<file path="src/rtl/txq_pkg.sv">
// Shared types and helpers for the transmit byte queue.
// Assumes the depth fits in an int and is at least 2.
package txq_pkg;

    // Registered status of the queue
    typedef struct packed {
        logic full;
        logic empty;
        logic flushed;
    } txq_flags_t;

    // Next slot after p in a ring of the given depth
    function automatic int unsigned ring_next(int unsigned p, int unsigned depth);
        return (p == depth - 1) ? 0 : p + 1;
    endfunction

endpackage

</file>
<file path="src/rtl/txq_wrap_ptr.sv">
// Forward-only ring index. It steps on inc, returns to zero on clr, and wraps
// at DEPTH-1. It also exposes its next value so that flags can be formed from
// the updated index. Assumes clr wins over inc.
module txq_wrap_ptr #(
    parameter int DEPTH = 12,
    localparam int PW = $clog2(DEPTH)
) (
    input  logic          clk,
    input  logic          rst_n,
    input  logic          clr,
    input  logic          inc,
    output logic [PW-1:0] ptr,
    output logic [PW-1:0] ptr_nxt
);
    import txq_pkg::*;

    // Choose the index value for the next cycle
    always_comb begin
        if (clr)
            ptr_nxt = '0;
        else if (inc)
            ptr_nxt = PW'(ring_next(int'(ptr), DEPTH));
        else
            ptr_nxt = ptr;
    end

    // Hold the index
    always_ff @(posedge clk) begin
        if (!rst_n)
            ptr <= '0;
        else
            ptr <= ptr_nxt;
    end
endmodule

</file>
<file path="src/rtl/txq_store.sv">
// Byte storage with one write port and two asynchronous read ports.
// Reset clears every slot so that peeks are defined. A flush does not
// touch the contents.
module txq_store #(
    parameter int DEPTH = 12,
    parameter int WIDTH = 8,
    localparam int PW = $clog2(DEPTH)
) (
    input  logic             clk,
    input  logic             rst_n,
    input  logic             we,
    input  logic [PW-1:0]    waddr,
    input  logic [WIDTH-1:0] wdata,
    input  logic [PW-1:0]    raddr_a,
    input  logic [PW-1:0]    raddr_b,
    output logic [WIDTH-1:0] rdata_a,
    output logic [WIDTH-1:0] rdata_b
);
    logic [WIDTH-1:0] slot [DEPTH];

    // Clear on reset, otherwise store on write
    always_ff @(posedge clk) begin
        if (!rst_n) begin
            for (int i = 0; i < DEPTH; i++)
                slot[i] <= '0;
        end else if (we) begin
            slot[waddr] <= wdata;
        end
    end

    // Two read taps
    assign rdata_a = slot[raddr_a];
    assign rdata_b = slot[raddr_b];
endmodule

</file>
<file path="src/rtl/txq_flags.sv">
// Event-driven status flags. Full and empty change only on accepted accesses
// or on a flush, and are formed from the updated indices. The flush indicator
// is sticky, and a new flush takes priority over a clear.
module txq_flags #(
    parameter int DEPTH = 12,
    localparam int PW = $clog2(DEPTH)
) (
    input  logic                clk,
    input  logic                rst_n,
    input  logic                flush_evt,
    input  logic                flush_clr,
    input  logic                wr_ok,
    input  logic                rd_ok,
    input  logic [PW-1:0]       wp_nxt,
    input  logic [PW-1:0]       rp_nxt,
    output txq_pkg::txq_flags_t flags
);
    logic same_nxt;

    // Index equality after this cycle's update
    assign same_nxt = (wp_nxt == rp_nxt);

    // Update the flags on events only
    always_ff @(posedge clk) begin
        if (!rst_n) begin
            flags.full    <= 1'b0;
            flags.empty   <= 1'b1;
            flags.flushed <= 1'b1;
        end else begin
            if (flush_evt) begin
                flags.full  <= 1'b0;
                flags.empty <= 1'b1;
            end else if (rd_ok) begin
                flags.full  <= 1'b0;
                flags.empty <= same_nxt;
            end else if (wr_ok) begin
                flags.full  <= same_nxt;
                flags.empty <= 1'b0;
            end

            if (flush_evt)
                flags.flushed <= 1'b1;
            else if (flush_clr)
                flags.flushed <= 1'b0;
        end
    end
endmodule

</file>
<file path="src/rtl/tx_byte_queue.sv">
// Transmit byte queue. The processor fills it and the serial shifter drains
// it. A processor read peeks at the write slot. An abort or a low-power flush
// zeroes both indices and raises a sticky flush indicator. Assumes the shifter
// asserts abort only for a chip-select release before the last bit of the last
// queued byte. Writes while full and reads while empty are dropped.
module tx_byte_queue #(
    parameter int DEPTH = 12,
    parameter int WIDTH = 8,
    localparam int PW = $clog2(DEPTH)
) (
    input  logic             clk,
    input  logic             rst_n,
    input  logic             cpu_wr,
    input  logic [WIDTH-1:0] cpu_wdata,
    output logic [WIDTH-1:0] cpu_rdata,
    input  logic             ser_rd,
    output logic [WIDTH-1:0] ser_data,
    input  logic             abort,
    input  logic             lp_flush,
    input  logic             flush_clr,
    output logic             full,
    output logic             empty,
    output logic             flush_flag
);
    import txq_pkg::*;

    txq_flags_t    flags;
    logic          flush_evt;
    logic          wr_ok;
    logic          rd_ok;
    logic [PW-1:0] wp;
    logic [PW-1:0] rp;
    logic [PW-1:0] wp_nxt;
    logic [PW-1:0] rp_nxt;

    // Accept accesses only when the flags allow them and no flush is pending
    assign flush_evt = abort | lp_flush;
    assign wr_ok     = cpu_wr & ~flags.full  & ~flush_evt;
    assign rd_ok     = ser_rd & ~flags.empty & ~flush_evt;

    txq_wrap_ptr #(.DEPTH(DEPTH)) u_wptr (
        .clk(clk), .rst_n(rst_n), .clr(flush_evt), .inc(wr_ok),
        .ptr(wp), .ptr_nxt(wp_nxt)
    );

    txq_wrap_ptr #(.DEPTH(DEPTH)) u_rptr (
        .clk(clk), .rst_n(rst_n), .clr(flush_evt), .inc(rd_ok),
        .ptr(rp), .ptr_nxt(rp_nxt)
    );

    txq_store #(.DEPTH(DEPTH), .WIDTH(WIDTH)) u_store (
        .clk(clk), .rst_n(rst_n), .we(wr_ok), .waddr(wp), .wdata(cpu_wdata),
        .raddr_a(wp), .raddr_b(rp), .rdata_a(cpu_rdata), .rdata_b(ser_data)
    );

    txq_flags #(.DEPTH(DEPTH)) u_flags (
        .clk(clk), .rst_n(rst_n), .flush_evt(flush_evt), .flush_clr(flush_clr),
        .wr_ok(wr_ok), .rd_ok(rd_ok), .wp_nxt(wp_nxt), .rp_nxt(rp_nxt),
        .flags(flags)
    );

    // Drive the status outputs
    assign full       = flags.full;
    assign empty      = flags.empty;
    assign flush_flag = flags.flushed;
endmodule

</file>
<file path="config.mk">
export PLATFORM = sky130hd
export DESIGN_NAME = tx_byte_queue
export DESIGN_NICKNAME = d
export VERILOG_FILES = /design/src/rtl/txq_pkg.sv /design/src/rtl/txq_wrap_ptr.sv /design/src/rtl/txq_store.sv /design/src/rtl/txq_flags.sv /design/src/rtl/tx_byte_queue.sv
export SDC_FILE = /design/constraint.sdc
export NUM_CORES = 1
export LEC_CHECK = 0
export CORE_UTILIZATION = 45
export CTS_BUF_LIST = sky130_fd_sc_hd__clkbuf_8
export CTS_CLUSTER_SIZE = 40
export DETAILED_ROUTE_END_ITERATION = 6
export PLACE_DENSITY = 0.58
export SLEW_MARGIN = 30
export SYNTH_ARGS = -nofsm -noshare
export SYNTH_HDL_FRONTEND = slang
export SYNTH_SLANG_ARGS = --single-unit
</file>
<file path="constraint.sdc">
create_clock -name clk -period 4.65 [get_ports clk]
set_input_delay 0.93 -clock clk [delete_from_list [all_inputs] [get_ports clk]]
set_output_delay 0.93 -clock clk [all_outputs]
set_load 0.005 [all_outputs]
</file>
# Yosys cells after proc, flatten, opt, wreduce, memory -nomap -nowiden
# Memories as Yosys holds them, arrays and structs flattened. A register that Yosys moved wholly into a read port is not among the register bits.
# Index checks and enable logic that the tools add are counted.
[totals]
reg_bits = 11
latch_bits = 0
ramBits = 96
mem_bits_ro = 0
in_bits = 15
out_inout_bits = 19
elab_cells = 41
mem_count = 1
[classes]
add_sub_neg = 2
multipliers = 0
n_div = 0
magnitude_cmp = 0
n_eq_ne = 3
shifts = 0
mux = 17
bitwise_logic = 9
reduce_logical = 4
[mem_list]
columns = ["name", "words", "width", "read_ports", "rd_clocked_by_memory_dff", "wr", "line", "source"]
rows = [
  ["u_store.slot", 12, 8, 2, 2, 12, "txq_store.sv:19", "logic [WIDTH-1:0] slot [DEPTH];"],
]
[ops]
columns = ["operator", "count"]
rows = [
  ["$mux 4", 9],
  ["$add 4x1->4 const B", 2],
  ["$eq 4x4->1 const B", 2],
  ["$mux 8", 1],
  ["$reduce_or 8->1", 1],
  ["$mux 1", 7],
  ["$and 1x1->1", 4],
  ["$eq 4x4->1", 1],
  ["$not 1->1", 4],
  ["$reduce_or 3->1", 1],
  ["$reduce_bool 2->1", 1],
  ["$reduce_or 2->1", 1],
  ["$or 1x1->1", 1],
]

# Logic depth before layout (Yosys ltp)
# Gate-level depths: netlist of run 1.
[logic_depth]
depth_word = 8
ltp_mapped = 9
depth_no_buf = 7

# Modules after synthesis
# From an unflattened synthesis of run 1, not the netlist that was laid out.
[unflattened]
hier_cells = 482
area_unflattened_um2 = 7375.8
[by_module_without_submodules]
columns = ["module", "n_inst", "cells_each", "area_each_um2", "seq_area_each_um2"]
rows = [
  ["txq_store", 1, 408, 6730.2, 3843.7],
  ["txq_wrap_ptr", 2, 26, 229.0, 80.1],
  ["txq_flags", 1, 19, 163.9, 60.1],
  ["tx_byte_queue", 1, 3, 23.8, 0.0],
]

# Worst setup path before layout of run 1
# OpenSTA, ideal clock, no wires.
[synth_path]
path_kind = "reg-to-output"
startpoint = "register u_wptr.ptr[1] (netlist name)"
endpoint = "output port cpu_rdata[3]"
arrival_time_ns = 1.685
required_ns = 3.720
slack_ns = 2.035
stages_incl_launch_ff = 5
n_path_buf = 2
path_cell_list = "dfxtp_1 > clkbuf_1 > clkbuf_1 > mux4_2 > mux4_2"
[synth_rtl]
columns = ["element", "line", "source"]
rows = [
  ["end, declared", "tx_byte_queue.sv:15", "output logic [WIDTH-1:0] cpu_rdata,"],
]

==> results of run 1 <==
==> per-stage QoR <==
stage,instances,utilization,area (µm²)
after floorplan,442,-,7480
after global placement,681,0.503,8080
after detailed placement,681,0.503,8080
after CTS,713,0.528,8480
after global routing,713,0.528,8480
final,713,0.528,8480
==> cell usage in the layout (no fill, tap or decap), types with 3 or more instances in the layout <==
master           netlist  layout
and2_1                98      98
o21ai_0               11      11
nor3_2                 4       4
nor2_1                25      25
mux4_1                54      54
nand2_1                7       7
xor2_1                 3       3
nand2b_1               7       7
ha_1                   5       5
clkdlybuf4s50_1        0      33
mux2i_1                4       4
mux4_2                26      26
clkinv_4               0       3
dfxtp_1               11       9
inv_1                  3       3
edfxtp_1             128     128
clkinv_2               0       4
buf_4                  3      22
nand3_1                3       3
clkbuf_8               0      17
bufinv_16              0       3
==> cells by family after synthesis <==
kind of cell | count (synthesis) | share of synthesized area
xor+xnor | 5 | 0.00586
flops | 139 | 0.543
simple gates | 153 | 0.123
fa+ha+maj | 5 | 0.00836
mux | 84 | 0.273
buf+inv | 37 | 0.0299
compound gates | 19 | 0.0162
==> worst min path at each step <==
stage / end / cells past startpoint / start / slack (ns)
floorplan: u_flags.flags[0] / 2 / u_flags.flags[0] / 0.47
global placement: u_flags.flags[0] / 2 / u_flags.flags[0] / 0.46
detailed placement: u_flags.flags[0] / 2 / u_flags.flags[0] / 0.47
CTS: u_flags.flags[0] / 2 / u_flags.flags[0] / 0.49
global route: u_flags.flags[0] / 2 / u_flags.flags[0] / 0.52
finish: u_flags.flags[0] / 2 / u_flags.flags[0] / 0.48
==> area by class of cell <==
| type | instances | area [µm²] | share of cell area |
|---|---|---|---|
| multi-input cells | 266 | 3190 | 0.376 |
| well taps | 216 | 270 | 0.0319 |
| repair buffers | 57 | 536 | 0.0631 |
| inverters | 3 | 11.3 | 0.00133 |
| clock inverters | 15 | 173 | 0.0204 |
| flip-flops and latches | 139 | 4070 | 0.479 |
| clock buffers | 17 | 234 | 0.0276 |
==> metal layers <==
metal | up-vias | track usage
li1 | 1869 | -
met1 | 2255 | 0.331
met2 | 151 | 0.395
met3 | 31 | 0.0428
met4 | 0 | 0.0899
met5 | - | 0
==> worst max-delay path, stage by stage, from the launching register on <==
cell	delay, ns
dfxtp_2	0.74
buf_12	0.27
mux4_1	0.62
mux4_2	0.48
clkdlybuf4s50_1	0.45
==> state kept, by name (all words and copies together), names as in the netlist <==
register       count
u_store.slot     128
u_flags.flags      3
u_wptr.ptr         4
u_rptr.ptr         4
==> power groups by stage <==
stage | clock (µW) | sequential [µW] | combinational [µW]
3_3_place_gp | 0 | 1440 | 151
5_1_grt | 1090 | 1410 | 162
6_report | 1030 | 1410 | 152
2_1_floorplan | 0 | 1430 | 81.0
4_1_cts | 1040 | 1410 | 153
3_5_place_dp | 0 | 1440 | 152
==> results.sh, run 1 <==
export IMPL_cts_buffer_depth=2
export IMPL_rsz0062_at_grt="false"
export IMPL_die_w_um=131
export IMPL_cp_max_fo=19
export IMPL_finalClockSkew_ns=0.00853
export IMPL_dr_pass1_iters=5
export IMPL_ctsResizeCount=0
export IMPL_drive_above_1_share=0.185
export IMPL_synthesis_instances=442
export IMPL_dieArea_um2=17100
export IMPL_die_height_um=131
export IMPL_total_power_uw=2590
export IMPL_wl_um=19000
export IMPL_antennaDiodeCount=0
export IMPL_area_delta_synth_final_pct=13.4
export IMPL_synth_flop_cell="edfxtp_1"
export IMPL_path_clk_slew_ns=0.08
export IMPL_period_minus_slack_ns=3.96
export IMPL_tightest_slew_ns=0.982
export IMPL_final_nets=504
export IMPL_finalSetupViolations=0
export IMPL_yosys_area_top_type="edfxtp_1"
export IMPL_drtIter0Drc=383
export IMPL_io_pins=34
export IMPL_drc=0
export IMPL_cts_root_buf="clkbuf_8"
export IMPL_clock_sink_count=139
export IMPL_worstReg2RegStart="u_rptr.ptr[1]"
export IMPL_swShare=0.228
export IMPL_rr_worst_depth=7
export IMPL_r2r_setup_slack_ns=2.02
export IMPL_cts_made_buffers=17
export IMPL_n_fill_cell=1268
export IMPL_vdd_drop_max_mv=0.176
export IMPL_synth_common_cells="edfxtp_1, and2_1, mux4_1, mux4_2, nor2_1"
export IMPL_synth_nets=462
export IMPL_yosysSeqAreaShare=0.543
export IMPL_critical_path_class="register to output pin"
export IMPL_hold_worst_slack_ns=0.482
export IMPL_ys_types=37
export IMPL_timing_final_crit_share=0.851
export IMPL_cts_tree="done"
export IMPL_synth_async_reset_ratio=0
export IMPL_synth_area_leaders="edfxtp_1, mux4_1, and2_1"
export IMPL_switchingPower_uw=591
export IMPL_pwr_density_cell_nw_per_um2=305
export IMPL_yosysMostFrequentCell="edfxtp_1"
export IMPL_antenna_found_initial=1
export IMPL_hold_violations=0
export IMPL_max_slew_margin=0.343
export IMPL_portBuffers=33
export IMPL_setup_tns_ns=0
export IMPL_slew_violations=0
export IMPL_top_layer_used="met4"
export IMPL_grt_start_max_net_pins=38
export IMPL_rows=46
export IMPL_ctsHoldBuffers=0
export IMPL_p_comb_frac=0.059
export IMPL_p_seq_frac=0.545
export IMPL_netlist_area_leader_share=0.514
export IMPL_clock_latency_ns=0.45
export IMPL_gp_congestion=0.818
export IMPL_startpoint="u_rptr.ptr[0]"
export IMPL_htreeDepth=4
export IMPL_maxCapViolCount=0
export IMPL_p_leak_uw=0.00294
export IMPL_syn_area_per_cell_um2=16.9
export IMPL_initial_core_util=0.466
export IMPL_status="finished, final reports clean"
export IMPL_vias=4306
export IMPL_endpoint_kind="output pin"
export IMPL_netlist_area_um2=7480
export IMPL_synth_edf_count=128
export IMPL_ys_seq_elements=139
export IMPL_wl_per_cell_um=26.6
export IMPL_setup_ws_ns=0.694
export IMPL_r2r_end="u_flags.flags[1]"
export IMPL_hold_path_class="register to register"
export IMPL_coreArea_um2=16100
export IMPL_pwr_share_clk=0.396
export IMPL_dr_wl_met2_um=9450
export IMPL_power_internal_uw=2000
export IMPL_grt_pass1_wl_um=28000
export IMPL_synth_warnings=0
export IMPL_drtAntennaViolNets=0
export IMPL_dr_wl_met3_um=947
export IMPL_start_kind="register"
export IMPL_max_freq_ghz=0.253
export IMPL_setup_worst_path_end="ser_data[7]"
export IMPL_grt_usage=0.243
export IMPL_cts_post_setup_buffers_inserted=0
export IMPL_met1Wirelength_um=8150
export IMPL_grt_ovfl_total=0
export IMPL_viasPerCell=6.04
export IMPL_dpl_hpwl_um=12900
export IMPL_place_ws_ns=0.868
export IMPL_critPathArrivalTime_ns=3.03
export IMPL_worstPathRequired_ns=3.72
export IMPL_grt_pass1_vias=4316
Power figures use the tool's default switching activity.
==> run 2: changes to the inputs <==
--- a/config.mk
+++ b/config.mk
@@ -10,7 +10,6 @@
 export CTS_CLUSTER_SIZE = 40
 export DETAILED_ROUTE_END_ITERATION = 6
 export PLACE_DENSITY = 0.58
-export SLEW_MARGIN = 30
 export SYNTH_ARGS = -nofsm -noshare
 export SYNTH_HDL_FRONTEND = slang
 export SYNTH_SLANG_ARGS = --single-unit
==> results of run 2 <==
The final DEF is identical to that of run 1; final timing and power are the same.
==> run 3: changes to the inputs <==
==> constraint.sdc (replaced) <==
create_clock -name clk -period 4.9 [get_ports clk]
set_input_delay 0.98 -clock clk [delete_from_list [all_inputs] [get_ports clk]]
set_output_delay 0.98 -clock clk [all_outputs]
set_load 0.005 [all_outputs]
==> run 3 against run 2 <==
Against the previous run:
- register-to-register slack barely moved
- clock skew rose by 0.0052 ns
- count of clock-buffer cells in the layout did not move
- worst setup slack improved by 0.095 ns
- die area did not move
- clock power fell by 8%
- first-iteration DRC count rose by 11%
- sequential share of layout area rose by 0.18 points
- power fell by 5.8%
==> results.sh, run 3 (synthesis results as in run 1) <==
export IMPL_max_slew_margin=0.317
export IMPL_start_kind="register"
export IMPL_portBuffers=33
export IMPL_dieArea_um2=17100
export IMPL_area_delta_synth_final_pct=13.0
export IMPL_n_fill_cell=1298
export IMPL_rows=46
export IMPL_final_nets=502
export IMPL_timing_final_crit_share=0.839
export IMPL_ctsResizeCount=0
export IMPL_max_stage_delay_ns=0.74
export IMPL_top_regs="u_store.slot x128, u_rptr.ptr x4, u_wptr.ptr x4"
export IMPL_top_layer_used="met4"
export IMPL_max_freq_ghz=0.243
export IMPL_worst_path_buf_inv=2
export IMPL_antenna_found_initial=0
export IMPL_setup_tns_ns=0
export IMPL_vdd_drop_max_mv=0.148
export IMPL_finalSetupViolations=0
export IMPL_gp_congestion=0.812
export IMPL_path_clk_slew_ns=0.08
export IMPL_path_delay_family="multiplexers"
export IMPL_coreArea_um2=16100
export IMPL_cp_max_fo=21
export IMPL_met1Wirelength_um=8920
export IMPL_clock_latency_ns=0.46
export IMPL_critPathArrivalTime_ns=3.13
export IMPL_critical_path_class="register to output pin"
export IMPL_drtIter0Drc=426
export IMPL_hold_path_class="register to register"
export IMPL_drive_above_1_share=0.172
export IMPL_slew_violations=0
export IMPL_regMostFlops="u_store.slot"
export IMPL_maxCapViolCount=0
export IMPL_drtAntennaViolNets=0
export IMPL_final_cell_mix="edfxtp_1, and2_1, mux4_1, clkdlybuf4s50_1, mux4_2"
export IMPL_viasPerCell=6.17
export IMPL_wl_um=20500
export IMPL_cts_made_buffers=17
export IMPL_cp_slowest_cell="dfxtp_2"
export IMPL_dpl_hpwl_um=13400
export IMPL_io_pins=34
export IMPL_place_area_um2=8060
export IMPL_p_leak_uw=0.00292
export IMPL_path_cells="buf_12 > mux4_1 > mux4_2 > clkdlybuf4s50_1"
export IMPL_die_height_um=131
export IMPL_worstPathRequired_ns=3.92
export IMPL_grt_pass1_wl_um=29400
export IMPL_largest_reg_flops=128
export IMPL_dr_wl_met3_um=1430
export IMPL_clock_sink_count=139
export IMPL_pwr_density_cell_nw_per_um2=289
export IMPL_die_w_um=131
export IMPL_tightest_slew_ns=1.02
export IMPL_period_minus_slack_ns=4.11
export IMPL_vias=4388
export IMPL_dr_wl_met2_um=9820
export IMPL_grt_ovfl_total=0
export IMPL_layout_commonest_cell="edfxtp_1"
export IMPL_ctsHoldBuffers=0
export IMPL_cts_tree="done"
export IMPL_cts_buffer_depth=2
export IMPL_hold_violations=0
export IMPL_status="finished, final reports clean"
export IMPL_wl_per_cell_um=28.9
export IMPL_finalClockSkew_ns=0.0138
export IMPL_initial_core_util=0.466
export IMPL_cts_root_buf="clkbuf_8"
export IMPL_grt_pass1_vias=4305
export IMPL_fin_area_um2=8450
export IMPL_fin_util=0.526
export IMPL_grt_start_max_net_pins=38
export IMPL_drc=0
export IMPL_grt_usage=0.258
export IMPL_cts_post_setup_buffers_inserted=0
export IMPL_dr_pass1_iters=5
export IMPL_htreeDepth=4
export IMPL_rsz0062_at_grt="false"
export IMPL_antennaDiodeCount=0
export IMPL_endpoint_kind="output pin"
-- run 3: per-stage QoR --
stage / power [µW] / setup slack [ns] / hold slack [ns] / instances
3_5_place_dp: 1520 / 0.685 / 0.464 / 679
4_1_cts: 2450 / 0.773 / 0.487 / 711
5_1_grt: 2510 / 0.725 / 0.511 / 711
2_1_floorplan: 1430 / 2.23 / 0.472 / 442
6_report: 2440 / 0.790 / 0.482 / 711
3_3_place_gp: 1510 / 0.811 / 0.463 / 679
-- run 3: where the power goes --
| part | total, µW | switching [µW] | internal [µW] |
|---|---|---|---|
| Clock | 949 | 457 | 492 |
| Combinational | 150 | 77.7 | 72.6 |
| Sequential | 1340 | 18.8 | 1320 |
-- run 3: worst reg2reg max path: stages, from the launching register on --
cell      delay (ns)
dfxtp_1         0.31
buf_4           0.44
ha_1            0.26
nand2_1         0.13
nor3_2          0.71
nand2b_1        0.66
-- run 3: cell type report --
| type | count | area, µm² | area share |
|---|---|---|---|
| clock buffers | 17 | 234 | 0.0277 |
| clock inverters | 15 | 156 | 0.0185 |
| inverters | 3 | 11.3 | 0.00133 |
| multi-input cells | 266 | 3190 | 0.378 |
| flip-flops and latches | 139 | 4070 | 0.481 |
| well taps | 216 | 270 | 0.0320 |
| repair buffers | 55 | 520 | 0.0616 |
-- run 3: path summary, 6_finish.rpt --
check | start | to | slack (ns) | cells past startpoint
worst max-delay path | u_wptr.ptr[0] | cpu_rdata[5] | 0.79 | 4
worst min-delay path | u_flags.flags[0] | u_flags.flags[0] | 0.48 | 2
worst max register to register | u_wptr.ptr[1] | u_store.slot[2][3] | 2.01 | 5
worst min register to register | u_flags.flags[0] | u_flags.flags[0] | 0.48 | 2
-- run 3: layer usage --
metal | up-vias | track usage
li1 | 1863 | -
met1 | 2301 | 0.356
met2 | 204 | 0.404
met3 | 20 | 0.0619
met4 | 0 | 0.0832
met5 | - | 0
